[config.mk]
export PLATFORM = sky130hd
export DESIGN_NAME = fp8_bf16_widen
export DESIGN_NICKNAME = d
export VERILOG_FILES = /design/src/rtl/fp8_bf16_widen.sv
export SDC_FILE = /design/constraint.sdc
export NUM_CORES = 1
export LEC_CHECK = 0
export BUFFER_PORTS_ARGS = -buffer_cell sky130_fd_sc_hd__buf_2
export CORE_UTILIZATION = 42
export DETAILED_ROUTE_END_ITERATION = 10
export MAX_ROUTING_LAYER = met4
export PLACE_DENSITY = 0.79
export SETUP_SLACK_MARGIN = 0.05
export SKIP_LAST_GASP = 1
export SYNTH_ARGS = -nofsm -noshare
export SYNTH_HDL_FRONTEND = slang
export SYNTH_SLANG_ARGS = --single-unit
[constraint.sdc]
create_clock -name clk -period 3.9 [get_ports clk]
set_input_delay 0.195 -clock clk [delete_from_list [all_inputs] [get_ports clk]]
set_output_delay 0.195 -clock clk [all_outputs]
set_load 0.02 [all_outputs]
[src/rtl/fp8_bf16_widen.sv]
module fp8_bf16_widen #(
  parameter int VLEN = 128
) (
  input  logic            clk,
  input  logic            rst_n,
  input  logic            src_valid,
  output logic            src_ready,
  input  logic [VLEN-1:0] src_vec,
  input  logic            set_sel,
  input  logic [5:0]      scale_a,
  input  logic            fmt_a,
  input  logic [5:0]      scale_b,
  input  logic            fmt_b,
  output logic            dst_valid,
  input  logic            dst_ready,
  output logic [VLEN-1:0] dst_lo,
  output logic [VLEN-1:0] dst_hi
);
  localparam int NE = VLEN / 8;

  function automatic logic [15:0] widen(input logic [7:0] b, input logic f, input logic [5:0] s);
    logic       sg, nan, inf, zero;
    logic [4:0] ex;
    logic [2:0] mt, fr;
    logic [8:0] base, be;
    sg = b[7];
    ex = f ? {1'b0, b[6:3]} : b[6:2];
    mt = f ? b[2:0] : {b[1:0], 1'b0};
    base = f ? 9'd120 : 9'd112;
    nan  = f ? (b[6:0] == 7'h7F) : (ex == 5'd31 && b[1:0] != 2'b00);
    inf  = !f && ex == 5'd31 && b[1:0] == 2'b00;
    zero = ex == 5'd0 && mt == 3'd0;
    if (ex != 5'd0) begin
      be = {4'd0, ex} + base - {3'd0, s};
      fr = mt;
    end else if (mt[2]) begin
      be = base - {3'd0, s};
      fr = {mt[1:0], 1'b0};
    end else if (mt[1]) begin
      be = base - 9'd1 - {3'd0, s};
      fr = {mt[0], 2'b00};
    end else begin
      be = base - 9'd2 - {3'd0, s};
      fr = 3'd0;
    end
    if (nan)       widen = 16'h7FC0;
    else if (inf)  widen = {sg, 8'hFF, 7'd0};
    else if (zero) widen = {sg, 15'd0};
    else           widen = {sg, be[7:0], fr, 4'd0};
  endfunction

  logic            use_fmt;
  logic [5:0]      use_scale;
  logic [2*VLEN-1:0] conv, res;
  logic            take;

  assign use_fmt   = set_sel ? fmt_b : fmt_a;
  assign use_scale = set_sel ? scale_b : scale_a;
  assign src_ready = !dst_valid || dst_ready;
  assign take      = src_valid && src_ready;
  assign dst_lo    = res[VLEN-1:0];
  assign dst_hi    = res[2*VLEN-1:VLEN];

  for (genvar e = 0; e < NE; e++) begin : g_elem
    assign conv[16*e +: 16] = widen(src_vec[8*e +: 8], use_fmt, use_scale);

    assert_normal_out_R6: assert property (@(posedge clk) disable iff (!rst_n)
      dst_valid |-> !(res[16*e+7 +: 8] == 8'd0 && res[16*e +: 7] != 7'd0));
    assert_exact_frac_R3: assert property (@(posedge clk) disable iff (!rst_n)
      (dst_valid && res[16*e +: 16] != 16'h7FC0) |-> res[16*e +: 4] == 4'd0);
  end

  always_ff @(posedge clk) begin
    if (!rst_n) begin
      dst_valid <= 1'b0;
      res       <= '0;
    end else if (take) begin
      dst_valid <= 1'b1;
      res       <= conv;
    end else if (dst_ready) begin
      dst_valid <= 1'b0;
    end
  end

  assert_hold_R10: assert property (@(posedge clk) disable iff (!rst_n)
    (dst_valid && !dst_ready) |=> (dst_valid && $stable(res)));
  assert_accept_R10: assert property (@(posedge clk) disable iff (!rst_n)
    (src_valid && src_ready) |=> dst_valid);
  assert_stall_R10: assert property (@(posedge clk) disable iff (!rst_n)
    (dst_valid && !dst_ready) |-> !src_ready);
  assert_idle_R11: assert property (@(posedge clk)
    $fell(rst_n) |=> !dst_valid);
endmodule

* Word-level counts from Yosys, hierarchy flattened
Cells that the tools add are included.
Storage, ports and cells: flip-flop bits (word level) 257, input bits 147, output and inout bits 258, word-level logic and storage cells 417
Cells by class: $add $sub $neg 37, equality and inequality tests 32, mux-type cells 197, reductions and logical operators 149
Operators with widths (number):
- 2-to-1 mux 15 bit | 32
- 2-to-1 mux 8 bit | 48
- 2-to-1 mux 16 bit | 16
- 2-to-1 mux 3 bit | 64
- adder 5 x 7 -> 8 bit | 16
- subtractor 8 x 6 -> 8 bit | 16
- equality test 7 bit (second input constant) | 16
- equality test 5 bit (second input constant) | 16
- logical NOT 5 bit | 16
- 2-to-1 mux 5 bit | 16
- nonzero test 5 bit | 16
- logical AND 1 bit | 65
- logical NOT 3 bit | 16
- nonzero test 2 bit | 17
- logical NOT 2 bit | 16
- 2-to-1 mux 1 bit | 19
- subtractor 8 x 7 -> 8 bit | 2
- subtractor 7 x 1 -> 8 bit (second input constant) | 1
- subtractor 7 x 2 -> 8 bit (second input constant) | 1
- subtractor 7 x 6 -> 8 bit | 1
- 2-to-1 mux 6 bit | 1
- 2-to-1 mux 4 bit | 1
- logical NOT 1 bit | 2
- logical OR 1 bit | 1

* Depth between registers and ports, before layout
depth in word-level cells 10, depth in mapped cells 19

* Worst setup path after synthesis
Ideal clock, no wire load.
path type input to register, start in set_sel, end reg res[28], setup time 119 ps, data arrival time 3677 ps, data required time 3781 ps, slack 105 ps, cell stages on the path 18, path buffers 8, cell sequence buf_6 mux2i_4 buf_6 buf_6 buf_4 buf_4 buf_4 buf_2 ha_1 inv_1 ha_1 a21oi_1 and2_1 clkbuf_1 nand2_1 a21oi_1 a2111oi_2 o221a_1
On the way: word-level cells in the longest chain between the ends 10, elaborated cells between the ends (all ways) 28
Ends and longest elaborated chain:
- start: declaration | line 9 | input logic set_sel,
- 2-to-1 mux 1 bit | line 57 | assign use_fmt = set_sel ? fmt_b : fmt_a;
- 2-to-1 mux 4 bit | line 29 | base = f ? 9'd120 : 9'd112;
- subtractor 7 x 2 -> 8 bit / subtractor 7 x 1 -> 8 bit (equally long branches) | line 43, 40
- subtractor 8 x 7 -> 8 bit (on tied branches) | line 43, 40
- 2-to-1 mux 8 bit | line 39 | end else if (mt[1]) begin
- 2-to-1 mux 8 bit | line 36 | end else if (mt[2]) begin
- 2-to-1 mux 8 bit | line 33 | if (ex != 5'd0) begin
- 2-to-1 mux 15 bit | line 48 | else if (zero) widen = {sg, 15'd0};
- 2-to-1 mux 15 bit | line 47 | else if (inf) widen = {sg, 8'hFF, 7'd0};
- 2-to-1 mux 16 bit * | line 46 | if (nan) widen = 16'h7FC0;
- end signal: assignment | line 79 | res <= conv;
- end: declaration | line 54 | logic [2*VLEN-1:0] conv, res;
Every way passes the cells marked *; elsewhere a longest branch is shown, timed or not. A chain may end at the register's enable or synchronous reset.

* Worst setup path in the final report
start in set_sel, end reg res[107]
Same word-level chain as after synthesis.

==> impl_metrics.csv <==
group,metric,value,unit
global_routing,grt_first_pass_wirelength,111800,µm
final_layout,layout.nets,3164,
global_routing,top_usage_layer,"met2",
worst_hold_path,hold_class,"primary input to flop",
route,via_per_inst,6.084,
timing,hold_violations,0,
timing,max_freq,0.3103,GHz
global_routing,grt_antenna_before_repair,8,
floorplanning,die_w,214.9,µm
placed_design,place_area,0.02116,mm²
global_routing,gr-usage-met3,6.681,%
floorplanning,rows,77,
timing,skew,0.01069,ns
global_routing,grt-ovfl-total,0,
global_routing,grt_usage,32.15,%
floorplanning,die_h,214.9,µm
cts,cts.path.max_buffers,2,
pwr,switching_share,44.11,%
timing,rsz0062_at_grt,"no",
pwr,total_power,8097,µW
placed_design,globalplace.congestion,0.9738,
pwr,power_density,369.4,mW/mm²
route,avgRoutedWirePerCell,21.50,µm
cts,htree_levels,4,
timing,setup_viol,0,
timing,relSlewSlack,20.82,%
route,vias,20860,
pwr,power_switching,3571,µW
final_layout,seq_area,0.003864,mm²
timing,finalWorstSetupSlack,0.6775,ns
global_routing,grt_max_degree,140,
floorplanning,die_area,0.04618,mm²
final_layout,syn2layout_area_growth,15.14,%
route,drt_wl_total,73710,µm
pwr,p_leak,0.01011,µW
critical_path,start_kind,"primary input",
route,drtIter0Drc,2471,
placed_design,hpwlAfterDp,52840,µm
global_routing,grt_pass1_vias,18830,
route,first_pass_iters,6,
logic_synthesis,synth_ff_type,"dfxtp_1",
logic_synthesis,synth_edf_count,0,
critical_path,reg2reg_depth,6,
logic_synthesis,syn_area_per_cell,7.525,µm²
logic_synthesis,synthesis.area,0.01904,mm²
logic_synthesis,async_flop_share,0,%
critical_path,reg2reg_slack,1.33,ns
critical_path,end_kind,"flop",
final_layout,multi_input_area,0.01374,mm²
floorplanning,boundaryPins,405,
route,ant_nets,0,
pwr,internal_power,4525,µW
pwr,pwr-share-comb,49.3,%
logic_synthesis,synth_warnings,0,
timing,tns,0,ns
critical_path,path_class,"primary input to flop",
pwr,clockPowerShare,22.2,%
critical_path,arrival,3.61,ns
logic_synthesis,post_synth_num_cell_types,86,
floorplanning,coreArea,0.04451,mm²
global_routing,use_met2,46.94,%
critical_path,required,4.29,ns
cts,cts_made_buffers,17,
timing,min_period,3.222,ns
cts,clk_latency,0.51,ns
flow_run,maxCapViolations,0,
cts,cts_tree,"built",
logic_synthesis,ys_seq_area_share,20.30,%
timing,min_period_over_period,82.63,%
logic_synthesis,syn_inst,2530,
route,drc_errors,0,
placed_design,dp_slack,0.2545,ns
floorplanning,start_util,42.77,%
critical_path,cp_max_fo,11,
cts,post_cts_resized,0,
global_routing,grt_use_met1,41.28,%
cts,path_clk_slew,0.08,ns
pwr,power_frac_seq,28.5,%
timing,slew_viol_final,0,
logic_synthesis,ys_ff_latch,193,
final_layout,post-route-util,49.24,%
cts,root_buffer,"clkbuf_16",
final_layout,drive_gt1_share,18.25,%
placed_design,portBuffers,340,
final_layout,fin_area,0.02192,mm²
worst_hold_path,hold_path_depth,3,
cts,clock_sinks,193,
pwr,peakVddDrop,0.2938,mV
outcome,status,"complete, no violations",
final_layout,n_fill_cell,4406,
timing,tightest_slew,1.182,ns
==> synth_stat cells (all sizes together) (52+ instances only) <==
cell type | number | area, µm²
nand2 | 356 | 1341
nor2b | 54 | 337.8
mux2i | 58 | 650.6
a21oi | 212 | 1102
xnor2 | 62 | 550.5
clkbuf | 107 | 402.9
nand3 | 52 | 260.3
buf | 118 | 839.6
dfxtp | 193 | 3864
o21ai | 288 | 1449
ha | 170 | 2127
inv | 132 | 495.5
a31oi | 58 | 362.9
nor2 | 124 | 488.0
==> critical path: stages <==
cell	delay, ns
buf_2	0.29
buf_4	0.25
mux2i_1	0.44
ha_1	0.26
clkinv_1	0.10
ha_1	0.35
nor2_1	0.12
a21oi_1	0.08
xnor2_2	0.92
mux2i_1	0.23
o211ai_1	0.26
a21oi_1	0.11
==> flip-flops by register name, indices dropped and copies added (netlist names) <==
name	cells
res	192
dst_valid	1
==> kinds of logic after synthesis <==
family          after synthesis  synth area share, %
other cells                   1              0.01970
simple gates                671                15.57
mux                          69                4.068
flops                       193                20.30
buf+inv                     360                9.188
fa+ha+maj                   204                14.70
compound gates              956                32.63
xor+xnor                     76                3.536
==> final cells by class <==
cell class / instances / share of cell area [%]
Multi-Input combinational cell: 2040 / 62.69
Sequential cell: 193 / 17.63
Timing Repair Buffer: 427 / 11.29
Tap cell: 592 / 3.379
Inverter: 135 / 2.323
Clock buffer: 21 / 2.146
Clock inverter: 11 / 0.4395
Antenna cell: 9 / 0.1028
==> repair_timing <==
action / CTS / global route
hold endpoints to repair: 17 / 0
setup endpoints to repair: 0 / 0
buffers inserted: 0 / 0
hold buffers: 17 / 0
==> path summary, 6_finish.rpt <==
check | from | endpoint
hold reg to reg | res[52] | res[52]
setup reg to reg | dst_valid | res[92]
hold / removal | src_valid | dst_valid
setup / recovery | set_sel | res[107]
==> stage by stage <==
stage               hold slack [ns]  instances
detailed placement           0.4582       3370
global route                0.04634       3427
finish                      0.04783       3428
CTS                         0.01772       3419
floorplan                    0.3339       2593
global placement             0.4499       3370
==> routing by layer <==
layer  up-vias  share of wire, %  wire length (µm)
met5         -                 0                 0
met2      1251                43             31980
met1      9689                41             30590
li1       9669                 -                 -
met4         0               5.2              3868
met3       247               9.9              7274
==> power groups by stage <==
stage / Clock, µW / Combinational (µW) / Sequential [µW]
2_1_floorplan: 0 / 2460 / 2570
3_3_place_gp: 0 / 3830 / 2340
3_5_place_dp: 0 / 3870 / 2340
4_1_cts: 1830 / 3910 / 2300
5_1_grt: 1900 / 4340 / 2320
6_report: 1800 / 3990 / 2310
==> layout by cell type (no fill, tap or decap), types with 11 or more instances in the layout <==
cell type and count:
a21o_1 32, o21bai_1 15, a21oi_2 11, nor3_1 21, inv_1 128, nand2b_1 11, a21oi_1 201, o221ai_1 18
ha_1 170, a21boi_0 30, o211ai_1 29, buf_2 339, dfxtp_1 193, a22oi_1 45, a22o_1 30, buf_4 65
and2_1 13, clkbuf_16 17, fa_1 33, xnor2_1 58, a211oi_1 39, a221oi_1 22, o21ai_0 284, nor4_1 17
xor2_1 13, o211a_1 12, conb_1 64, o22ai_1 28, nand3_1 52, a222oi_1 19, dlygate4sd3_1 17, mux2i_1 48
mux2_2 11, a31oi_1 58, nor2_1 118, nor2b_1 54, nand2_1 353
Power figures use the tool's default switching activity.
